===== config.mk =====
export PLATFORM = sky130hd
export DESIGN_NAME = branch_loop_unit
export DESIGN_NICKNAME = d
export VERILOG_FILES = /design/src/rtl/bl_pkg.sv /design/src/rtl/bl_cond_eval.sv /design/src/rtl/bl_target_add.sv /design/src/rtl/bl_loop_ctrl.sv /design/src/rtl/branch_loop_unit.sv
export SDC_FILE = /design/constraint.sdc
export NUM_CORES = 1
export LEC_CHECK = 0
export BUFFER_PORTS_ARGS = -buffer_cell sky130_fd_sc_hd__buf_2
export CELL_PAD_IN_SITES_DETAIL_PLACEMENT = 0
export CELL_PAD_IN_SITES_GLOBAL_PLACEMENT = 1
export CORE_MARGIN = 2
export CORE_UTILIZATION = 30
export DETAILED_ROUTE_END_ITERATION = 7
export PLACE_DENSITY_LB_ADDON = 0.08
export SLEW_MARGIN = 25
export SYNTH_ARGS = -nofsm -noshare
export SYNTH_HDL_FRONTEND = slang
export SYNTH_HIERARCHICAL = 1
export SYNTH_SLANG_ARGS = --single-unit

===== constraint.sdc =====
create_clock -name vclk -period 5.7
set_input_delay 0.57 -clock vclk [all_inputs]
set_output_delay 0.57 -clock vclk [all_outputs]
set_load 0.02 [all_outputs]

===== src/rtl/bl_pkg.sv =====
package bl_pkg;

  typedef enum logic [3:0] {
    CC_ALWAYS = 4'h0, CC_NEVER = 4'h1, CC_HI = 4'h2, CC_LS = 4'h3,
    CC_CCLR   = 4'h4, CC_CSET  = 4'h5, CC_NE = 4'h6, CC_EQ = 4'h7,
    CC_VCLR   = 4'h8, CC_VSET  = 4'h9, CC_PL = 4'hA, CC_MI = 4'hB,
    CC_GE     = 4'hC, CC_LT    = 4'hD, CC_GT = 4'hE, CC_LE = 4'hF
  } cond_e;

  typedef enum logic [1:0] {K_MISS, K_SHORT, K_LONG, K_LOOP} kind_e;

  typedef enum logic [1:0] {EX_NONE, EX_ZCLR, EX_ZSET} loop_exit_e;

  typedef struct packed {
    logic z;
    logic n;
    logic v;
    logic c;
  } flags_t;

  localparam logic [3:0] OP_SHORT_HI  = 4'h2;
  localparam logic [3:0] OP_LONG_HI   = 4'h3;
  localparam logic [7:0] OP_LOOP_ANY  = 8'h01;
  localparam logic [7:0] OP_LOOP_ZCLR = 8'h06;
  localparam logic [7:0] OP_LOOP_ZSET = 8'h07;
  localparam logic [4:0] LOOP_SEL_TAG = 5'b10111;
  localparam int         IDX_W        = 3;
  localparam int         DSHORT_W     = 8;

endpackage


===== src/rtl/bl_cond_eval.sv =====
module bl_cond_eval
  import bl_pkg::*;
(
  input  cond_e  cond_i,
  input  flags_t flags_i,
  output logic   pass_o
);
  logic nv_eq;
  assign nv_eq = (flags_i.n == flags_i.v);

  always_comb begin
    unique case (cond_i)
      CC_ALWAYS: pass_o = 1'b1;
      CC_NEVER:  pass_o = 1'b0;
      CC_HI:     pass_o = ~flags_i.c & ~flags_i.z;
      CC_LS:     pass_o = flags_i.c | flags_i.z;
      CC_CCLR:   pass_o = ~flags_i.c;
      CC_CSET:   pass_o = flags_i.c;
      CC_NE:     pass_o = ~flags_i.z;
      CC_EQ:     pass_o = flags_i.z;
      CC_VCLR:   pass_o = ~flags_i.v;
      CC_VSET:   pass_o = flags_i.v;
      CC_PL:     pass_o = ~flags_i.n;
      CC_MI:     pass_o = flags_i.n;
      CC_GE:     pass_o = nv_eq;
      CC_LT:     pass_o = ~nv_eq;
      CC_GT:     pass_o = ~flags_i.z & nv_eq;
      CC_LE:     pass_o = flags_i.z | ~nv_eq;
      default:   pass_o = 1'b0;
    endcase
  end
endmodule


===== src/rtl/bl_target_add.sv =====
module bl_target_add #(
  parameter int W = 16
) (
  input  logic [W-1:0] pc_i,
  input  logic [1:0]   len_i,
  input  logic [W-1:0] disp_i,
  input  logic         take_i,
  output logic [W-1:0] next_pc_o
);
  logic [W-1:0] seq_pc;
  logic [W-1:0] tgt_pc;

  // displacement is relative to the address after the instruction
  assign seq_pc    = pc_i + {{(W-2){1'b0}}, len_i};
  assign tgt_pc    = seq_pc + disp_i;
  assign next_pc_o = take_i ? tgt_pc : seq_pc;
endmodule


===== src/rtl/bl_loop_ctrl.sv =====
module bl_loop_ctrl
  import bl_pkg::*;
#(
  parameter int CNT_W = 16
) (
  input  logic             en_i,
  input  loop_exit_e       mode_i,
  input  logic             z_i,
  input  logic [CNT_W-1:0] cnt_i,
  output logic [CNT_W-1:0] cnt_o,
  output logic             cnt_we_o,
  output logic             z_o,
  output logic             z_we_o,
  output logic             take_o
);
  logic             early_exit;
  logic             run;
  logic [CNT_W-1:0] dec;

  always_comb begin
    unique case (mode_i)
      EX_ZCLR: early_exit = ~z_i;
      EX_ZSET: early_exit = z_i;
      default: early_exit = 1'b0;
    endcase
  end

  assign dec      = cnt_i - {{(CNT_W-1){1'b0}}, 1'b1};
  assign run      = en_i & ~early_exit;
  assign cnt_o    = run ? dec : cnt_i;
  assign cnt_we_o = run;
  assign z_o      = run ? ~|dec : z_i;
  assign z_we_o   = run;
  assign take_o   = run & |dec;
endmodule


===== src/rtl/branch_loop_unit.sv =====
module branch_loop_unit
  import bl_pkg::*;
#(
  parameter int PC_W  = 16,
  parameter int CNT_W = 16
) (
  input  logic [PC_W-1:0]  pc_i,
  input  logic [7:0]       opcode_i,
  input  logic [7:0]       loop_reg_i,
  input  logic [7:0]       disp_short_i,
  input  logic [PC_W-1:0]  disp_long_i,
  input  logic             z_i,
  input  logic             n_i,
  input  logic             v_i,
  input  logic             c_i,
  input  logic [CNT_W-1:0] cnt_i,
  output logic [PC_W-1:0]  next_pc_o,
  output logic             taken_o,
  output logic             hit_o,
  output logic [CNT_W-1:0] cnt_o,
  output logic             cnt_we_o,
  output logic [2:0]       cnt_idx_o,
  output logic             z_o,
  output logic             z_we_o
);
  localparam int EXT_W = PC_W - DSHORT_W;

  kind_e        kind;
  loop_exit_e   exit_mode;
  flags_t       flags;
  logic         cond_pass;
  logic         br_take;
  logic         lp_take;
  logic [1:0]   ins_len;
  logic [PC_W-1:0] disp_sx;
  logic [PC_W-1:0] disp_sel;
  logic [PC_W-1:0] tgt_pc;

  assign flags = '{z: z_i, n: n_i, v: v_i, c: c_i};

  // instruction class
  always_comb begin
    kind      = K_MISS;
    exit_mode = EX_NONE;
    if (opcode_i[7:4] == OP_SHORT_HI) begin
      kind = K_SHORT;
    end else if (opcode_i[7:4] == OP_LONG_HI) begin
      kind = K_LONG;
    end else if (loop_reg_i[7:3] == LOOP_SEL_TAG) begin
      unique case (opcode_i)
        OP_LOOP_ANY:  begin kind = K_LOOP; exit_mode = EX_NONE; end
        OP_LOOP_ZCLR: begin kind = K_LOOP; exit_mode = EX_ZCLR; end
        OP_LOOP_ZSET: begin kind = K_LOOP; exit_mode = EX_ZSET; end
        default:      kind = K_MISS;
      endcase
    end
  end

  generate
    if (EXT_W > 0) begin : g_sext
      assign disp_sx = {{EXT_W{disp_short_i[DSHORT_W-1]}}, disp_short_i};
    end else begin : g_trunc
      assign disp_sx = disp_short_i[PC_W-1:0];
    end
  endgenerate

  always_comb begin
    unique case (kind)
      K_SHORT: begin ins_len = 2'd2; disp_sel = disp_sx;     end
      K_LONG:  begin ins_len = 2'd3; disp_sel = disp_long_i; end
      K_LOOP:  begin ins_len = 2'd3; disp_sel = disp_sx;     end
      default: begin ins_len = 2'd0; disp_sel = '0;          end
    endcase
  end

  bl_cond_eval u_cond (
    .cond_i  (cond_e'(opcode_i[3:0])),
    .flags_i (flags),
    .pass_o  (cond_pass)
  );

  assign br_take = ((kind == K_SHORT) || (kind == K_LONG)) && cond_pass;

  bl_loop_ctrl #(.CNT_W(CNT_W)) u_loop (
    .en_i     (kind == K_LOOP),
    .mode_i   (exit_mode),
    .z_i      (z_i),
    .cnt_i    (cnt_i),
    .cnt_o    (cnt_o),
    .cnt_we_o (cnt_we_o),
    .z_o      (z_o),
    .z_we_o   (z_we_o),
    .take_o   (lp_take)
  );

  bl_target_add #(.W(PC_W)) u_tgt (
    .pc_i      (pc_i),
    .len_i     (ins_len),
    .disp_i    (disp_sel),
    .take_i    (br_take | lp_take),
    .next_pc_o (tgt_pc)
  );

  assign next_pc_o = tgt_pc;
  assign taken_o   = br_take | lp_take;
  assign hit_o     = (kind != K_MISS);
  assign cnt_idx_o = (kind == K_LOOP) ? loop_reg_i[IDX_W-1:0] : '0;
endmodule


# Yosys cells after proc, flatten, opt, wreduce, memory -nomap -nowiden
# Index checks and enable logic that the tools add are counted.
[classes] add_sub_neg=3 eq_ne=27 n_mux=16 bitwise=13 reduce_logical=9
[op_table] op="$eq A4 B4 Y1 const B" n=8
[op_table] op="$mux W16" n=2
[op_table] op="$pmux W16 S2" n=1
[op_table] op="$add A16 B16 Y16" n=1
[op_table] op="$add A16 B2 Y16" n=1
[op_table] op="$eq A4 B2 Y1 const B" n=4
[op_table] op="$eq A4 B3 Y1 const B" n=4
[op_table] op="$eq A8 B3 Y1 const B" n=2
[op_table] op="$pmux W1 S16" n=1
[op_table] op="$reduce_or A16 Y1" n=1
[op_table] op="$sub A16 B1 Y16 const B" n=1
[op_table] op="$mux W2" n=7
[op_table] op="$eq A8 B1 Y1 const B" n=1
[op_table] op="$pmux W2 S2" n=2
[op_table] op="$eq A2 B2 Y1 const B" n=3
[op_table] op="$not A1 Y1" n=6
[op_table] op="$eq A5 B5 Y1 const B" n=1
[op_table] op="$and A1 B1 Y1" n=4
[op_table] op="$eq A2 B1 Y1 const B" n=2
[op_table] op="$eq A4 B1 Y1 const B" n=1
[op_table] op="$logic_not A4 Y1" n=1
[op_table] op="$reduce_or A2 Y1" n=2
[op_table] op="$mux W3" n=1
[op_table] op="$or A1 B1 Y1" n=3
[op_table] op="8 further kinds" n=8
[word_totals] regBits=0 input_bits=76 output_inout_bits=40 elab_cells=68

# Longest topological paths before layout
# Gate-level depths: netlist of run 1.
[depth] depth_word=12 ltp_mapped=22 ltp_nobuf=19

# By module
# The synthesis of run 1 kept the hierarchy.
[by_module_without_submodules] mod="bl_target_add" instances=1 cells_each=161 area_per_inst_um2=1227.4 seq_area_each_um2=0.0
[by_module_without_submodules] mod="bl_loop_ctrl" instances=1 cells_each=76 area_per_inst_um2=520.5 seq_area_each_um2=0.0
[by_module_without_submodules] mod="branch_loop_unit" instances=1 cells_each=70 area_per_inst_um2=450.4 seq_area_each_um2=0.0
[by_module_without_submodules] mod="bl_cond_eval" instances=1 cells_each=26 area_per_inst_um2=195.2 seq_area_each_um2=0.0

# Worst setup path after synthesis of run 1
# Ideal clock, no wire load.
[synth_timing] kind="input to output" start="in loop_reg_i[6]" end="out next_pc_o[15]" arrival_ns=4.444 required_time_ns=5.130 setup_slack_ns=0.686 path_stages=21 path_buffers=2 path_cell_list="and4bb_2 > o2111ai_1 > o21a_1 > ha_1 > buf_2 > clkbuf_1 > nand2_1 > nand2_1 > ha_1 > fa_1 > nand2_1 > nor2_2 > nand2_1 > xnor2_1 > ha_1 > and3_4 > and3_4 > and3_1 > a21oi_1 > mux2i_1 > xnor2_1"
[synth_via] word_cells_on_any_way=26 cone_classes="2 x add/sub; 6 x eq/ne; 10 x mux; 4 x bitwise; 4 x reduce/logical"
[synth_rtl] element="start, declared" line_no="branch_loop_unit.sv:9" text="input logic [7:0] loop_reg_i,"
[synth_rtl] element="$eq A5 B5 Y1 (*)" line_no="branch_loop_unit.sv:49" text="end else if (loop_reg_i[7:3] == LOOP_SEL_TAG) begin"
[synth_rtl] element="$mux W2 (*)" line_no="branch_loop_unit.sv:49"
[synth_rtl] element="$mux W2 (*)" line_no="branch_loop_unit.sv:47" text="end else if (opcode_i[7:4] == OP_LONG_HI) begin"
[synth_rtl] element="$mux W2 (*)" line_no="branch_loop_unit.sv:45" text="if (opcode_i[7:4] == OP_SHORT_HI) begin"
[synth_rtl] element="$eq A2 B2 Y1" line_no="branch_loop_unit.sv:68" text="unique case (kind)"
[synth_rtl] element="$reduce_or A2 Y1 (no source line)"
[synth_rtl] element="$pmux W2 S2 (*)" line_no="branch_loop_unit.sv:68"
[synth_rtl] element="via ins_len[0]" line_no="branch_loop_unit.sv:34" text="logic [1:0] ins_len;"
[synth_rtl] element="$add A16 B2 Y16 (*)" line_no="bl_target_add.sv:14" text="assign seq_pc = pc_i + {{(W-2){1'b0}}, len_i};"
[synth_rtl] element="$add A16 B16 Y16" line_no="bl_target_add.sv:15" text="assign tgt_pc = seq_pc + disp_i;"
[synth_rtl] element="$mux W16 (*)" line_no="bl_target_add.sv:16" text="assign next_pc_o = take_i ? tgt_pc : seq_pc;"
[synth_rtl] element="end, declared" line_no="branch_loop_unit.sv:17" text="output logic [PC_W-1:0] next_pc_o,"
# The timed path passes the listed nets; every way through them passes the cells marked *.

# Worst setup path in the final report of run 1
[layout_timing] start="in opcode_i[0]" end="out next_pc_o[15]"
[layout_via] elab_chain_len=12 word_cells_on_any_way=48 cone_classes="2 x add/sub; 23 x eq/ne; 13 x mux; 4 x bitwise; 6 x reduce/logical"
[layout_rtl] element="start, declared" line_no="branch_loop_unit.sv:8" text="input logic [7:0] opcode_i,"
[layout_rtl] element="$eq A8 B3 Y1 / $eq A8 B1 Y1 (equally long branches)" line_no="branch_loop_unit.sv:50" text="unique case (opcode_i)"
[layout_rtl] element="$reduce_or A3 Y1 (no source line) (*)"
[layout_rtl] element="$mux W2 (*)" line_no="branch_loop_unit.sv:50"
[layout_rtl] element="$mux W2 (*)" line_no="branch_loop_unit.sv:49"
[layout_rtl] element="$mux W2 (*)" line_no="branch_loop_unit.sv:47"
[layout_rtl] element="$mux W2 (*)" line_no="branch_loop_unit.sv:45"
[layout_rtl] element="$eq A2 B2 Y1" line_no="branch_loop_unit.sv:68"
[layout_rtl] element="$reduce_or A2 Y1 (no source line)"
[layout_rtl] element="$pmux W2 S2 (*)" line_no="branch_loop_unit.sv:68"
[layout_rtl] element="via ins_len[0]" line_no="branch_loop_unit.sv:34"
[layout_rtl] element="$add A16 B2 Y16 (*)" line_no="bl_target_add.sv:14"
[layout_rtl] element="$add A16 B16 Y16" line_no="bl_target_add.sv:15"
[layout_rtl] element="$mux W16 (*)" line_no="bl_target_add.sv:16"
# Marked as above.

==> results.toml, run 1 <==
[layout]
drive_gt1_frac = 0.336
final_nets = 543
num-fill-cells = 841
area_growth_pct = 27.4
flops_and_latches = 0
seqCellArea_sq_um = 0
clkbuf_count = 0
multiInputGateArea_sq_um = 2250
num_antenna_cells = 0
final_cell_area_sq_um = 3050
layout.cells.non_filler = 542

[timing]
setup_viol = 0
slew_viol_final = 0
worst_slew_pin_slew_ns = 0.626
final-hold-violation-count = 0
rsz0062_at_grt = "no"
fin_crit_sh = 0.909
fin_tns_setup_ns = 0
fin_hold_ws_ns = 1.45
max-slew-margin-rel = 0.583
max_freq_ghz = 0.193
post-route-min-period_ns = 5.18
worst_slack_ns = 0.516

[synth]
synth_nets = 434
syn_area_per_cell_sq_um = 7.19
synth_top_cell_area_share = 0.120
syn-cell-area_sq_um = 2390
yosysWarnings = 6
synthDistinctLibCells = 69
synthTopCellsByArea = "ha_1 (12%), xnor2_1 (8.8%), xor2_1 (8.8%)"
yosys.area.top_type = "ha_1"
ys_seq_area_frac = 0
synthCells = 333

[place]
hpwl_um = 6270
preCtsSetupSlack_ns = 0.524
gp_congestion = 0.855
port_buffers = 116
placed_area_sq_um = 3050
dp.cells = 542

[job]
drv_cap = 0

[hold_path]
holdPathEnd = "cnt_idx_o[2]"
hp-start = "loop_reg_i[2]"
hold-path-cell-count = 4
hold_path.class = "in2out"

[detailed_routing]
drt_iter0_drc = 86
wire_per_inst_um = 13.9
drt_first_pass_iters = 4
num_vias = 2774
antenna_left = 0
remaining_drc_errors = 0
viasPerCell = 5.12
routed_wl_um = 7530

[power_and_ir_drop]
pwr_density_cell_nw_per_um2 = 61.6
p_leak_nw = 1.50
peakVddDrop_mv = 0.0231

[die]
placementRows = 32
io_pins = 116
start_util = 0.310
die_w_um = 93.3
coreArea_sq_um = 7730
die-area_sq_um = 8710
die_h_um = 93.3

[global_route]
grt_pass1_vias = 2533
track_usage = 0.165
grt_overflow = 0
grt_max_degree = 33
grt_pass1_wl_um = 12000
antenna_found_initial = 0

[run_status]
outcome = "finished clean"

[worst_setup_path]
crit_fanout = 11
worst_setup_path_end_kind = "output port"
path_class = "in2out"
required_ns = 5.13
start_kind = "input port"
cp.arrival_ns = 4.61

[clocking]
post_cts_resized = 0
hold_buffers = 0
post_cts_buffers = 0
==> routing by layer <==
metal / global-route usage / up-vias / wire length [um]
met4: 0 / 0 / 0
met2: 0.287 / 89 / 3320
li1: - / 1443 / -
met3: 0.0113 / 0 / 498
met1: 0.236 / 1242 / 3710
met5: 0 / - / 0
==> cell usage in the layout (no fill, tap or decap), types with 16 or more instances in the layout <==
| master | n |
|---|---|
| nor2_1 | 24 |
| a21oi_1 | 25 |
| a22oi_1 | 16 |
| nor3_1 | 26 |
| xor2_1 | 24 |
| inv_1 | 16 |
| xnor2_1 | 24 |
| ha_1 | 23 |
| nand2_1 | 30 |
| buf_2 | 116 |
==> cells in the mapped netlist, types with 4 or more instances <==
library cell / instances
buf_2: 4
o21a_1: 5
a22oi_1: 16
nand2_1: 30
nand2b_1: 4
xnor2_1: 24
a211oi_1: 4
nor2_1: 24
xor2_1: 24
ha_1: 23
nand3_1: 6
a21oi_1: 25
or3_1: 5
a21o_1: 5
nor3_1: 26
o21ai_0: 10
inv_1: 16
and3_1: 4
==> critical path: stages <==
cell       delay (ns)
buf_2            0.22
nor3b_1          0.33
o2111ai_1        0.29
o21a_1           0.18
ha_1             0.20
nand2_1          0.06
nand2_1          0.05
ha_1             0.23
fa_1             0.42
nand2_1          0.11
nor2_2           0.07
nand2_1          0.07
xnor2_1          0.13
ha_1             0.31
and3_4           0.22
and3_4           0.18
and3_1           0.17
a21oi_1          0.23
mux2i_1          0.25
xnor2_1          0.13
buf_2            0.18
==> cell type report <==
class / instances / share of cell area
multi-input cells: 303 / 0.737
repair buffers: 120 / 0.200
well taps: 102 / 0.0419
inverters: 17 / 0.0209
==> through the flow <==
step	utilization	total power [mW]
finish	0.395	0.188
global route	0.395	0.208
CTS	0.394	0.189
detailed placement	0.394	0.188
global placement	0.394	0.188
floorplan	-	0.117
==> cell families (layout without fill, tap and decap cells) <==
kind of cell | count (synthesis) | after routing | synth area share
AOI/OAI and AO/OA | 88 | 88 | 0.258
xor gates and xnor gates | 50 | 50 | 0.192
adders and majority gates | 25 | 25 | 0.137
buffers and inverters | 30 | 137 | 0.0617
muxes | 6 | 6 | 0.0267
and+or+nand+nor | 134 | 134 | 0.325
==> worst max path at each step <==
stage             startpoint            end  slack [ns]  depth (start not counted)
3_3_place_gp     opcode_i[0]  next_pc_o[15]        0.60                         21
4_1_cts          opcode_i[0]  next_pc_o[15]        0.50                         21
6_report         opcode_i[0]  next_pc_o[15]        0.52                         21
3_5_place_dp     opcode_i[0]  next_pc_o[15]        0.52                         21
5_1_grt          opcode_i[0]  next_pc_o[15]        0.26                         21
2_1_floorplan  loop_reg_i[6]  next_pc_o[15]        0.69                         21
==> power by group <==
group          internal (mW)  total, mW  switching [mW]
combinational         0.0784      0.188           0.110
clock                      0          0               0
sequential                 0          0               0
total                 0.0784      0.188           0.110
Note: power is estimated with default switching activity, not from simulation.
==> run 2, diff against run 1 <==
CAP_MARGIN = 25   (was default)
CORE_UTILIZATION = 34   (was 30)
==> results.toml, run 2 (same netlist as run 1, synthesis figures left out) <==
[die]
start_util = 0.352
die_w_um = 87.9
die-area_sq_um = 7730
io_pins = 116
placementRows = 30
die_h_um = 87.9
coreArea_sq_um = 6790

[detailed_routing]
remaining_drc_errors = 0
antenna_left = 0
drt_first_pass_iters = 4
num_vias = 2750
viasPerCell = 5.13
drt_iter0_drc = 92
routed_wl_um = 7160
wire_per_inst_um = 13.4

[layout]
seqCellArea_sq_um = 0
num-fill-cells = 741
num_antenna_cells = 0
final_common_cell = "buf_2"
final_cell_mix = "buf_2 (116), nand2_1 (30), nor3_1 (26), a21oi_1 (25)"
clkbuf_count = 0
flops_and_latches = 0
drive_gt1_frac = 0.336
final_nets = 543
layout.cells.non_filler = 536
area_growth_pct = 27.1

[worst_setup_path]
crit_fanout = 11
path_cells = "buf_2, nor3b_1, o2111ai_1, o21a_1, ha_1, nand2_1, nand2_1, ha_1, fa_1, nand2_1, nor2_2, nand2_1, xnor2_1, ha_1, and3_4, and3_4, and3_1, a21oi_1, mux2i_1, xnor2_1, buf_2"
worst_setup_path_end_kind = "output port"
crit_slowest_cell = "fa_1"
cp.arrival_ns = 4.58
crit_path_frequent_cell = "nand2_1"
start_kind = "input port"
required_ns = 5.13
path_class = "in2out"
slowest_delay_ns = 0.42

[power_and_ir_drop]
pwr_density_cell_nw_per_um2 = 61.6
peakVddDrop_mv = 0.0270
p_leak_nw = 1.50
power.total_mw = 0.187

[global_route]
grt_pass1_vias = 2508
antenna_found_initial = 0
grt_max_degree = 33
grt_overflow = 0
grt_pass1_wl_um = 11600
track_usage = 0.179

[timing]
fin_crit_sh = 0.903
max_freq_ghz = 0.194
worst_slack_ns = 0.554
setup_viol = 0
fin_tns_setup_ns = 0
post-route-min-period_ns = 5.15
rsz0062_at_grt = "no"
worst_slew_pin_slew_ns = 0.585
slew_viol_final = 0
final-hold-violation-count = 0
max-slew-margin-rel = 0.610

[run_status]
outcome = "finished clean"

[place]
gp_congestion = 0.868
hpwl_um = 5950
preCtsSetupSlack_ns = 0.541
dp.cells = 536
port_buffers = 116

[hold_path]
hold_path.class = "in2out"
hold-path-cell-count = 3

[clocking]
post_cts_resized = 0
post_cts_buffers = 0
hold_buffers = 0

[job]
drv_cap = 0
run 2: final timing paths:
check       endpoint        start  slack [ns]
max    next_pc_o[15]  opcode_i[0]        0.55
min        cnt_o[15]    cnt_i[15]        1.45
run 2: worst max-delay path: cells and delay by family:
| family | cells | cell delay [ns] |
|---|---|---|
| multiplexers | 1 | 0.24 |
| adder cells (fa/ha/maj) | 4 | 1.17 |
| buffers and inverters | 2 | 0.40 |
| AND/OR/NAND/NOR | 9 | 1.27 |
| AO/OA/AOI/OAI | 3 | 0.65 |
| XOR/XNOR | 2 | 0.27 |
run 2: per-layer routing:
| metal | wire [um] | part of all wire | global-route usage | vias up |
|---|---|---|---|---|
| met5 | 0 | 0 | 0 | - |
| met4 | 29 | 0.0041 | 0.00699 | 0 |
| met3 | 442 | 0.062 | 0.0151 | 4 |
| met2 | 3120 | 0.44 | 0.303 | 85 |
| met1 | 3560 | 0.50 | 0.260 | 1216 |
| li1 | - | - | - | 1445 |
run 2: layout make-up:
class              instances  area (sq um)  share of cell area
well taps                 96           120              0.0395
inverters                 17          63.8              0.0210
repair buffers           120           611               0.201
multi-input cells        303          2250               0.739
run 2: power breakdown:
group / total [mW] / internal [mW] / switching, mW
clock network: 0 / 0 / 0
registers: 0 / 0 / 0
logic: 0.187 / 0.0783 / 0.109
total: 0.187 / 0.0783 / 0.109
run 2: metrics by stage:
stage	util	area, sq um	hold slack (ns)
floorplan	-	2390	1.26
CTS	0.448	3040	1.45
global placement	0.448	3040	1.45
detailed placement	0.448	3040	1.45
finish	0.448	3040	1.45
global route	0.448	3040	1.46
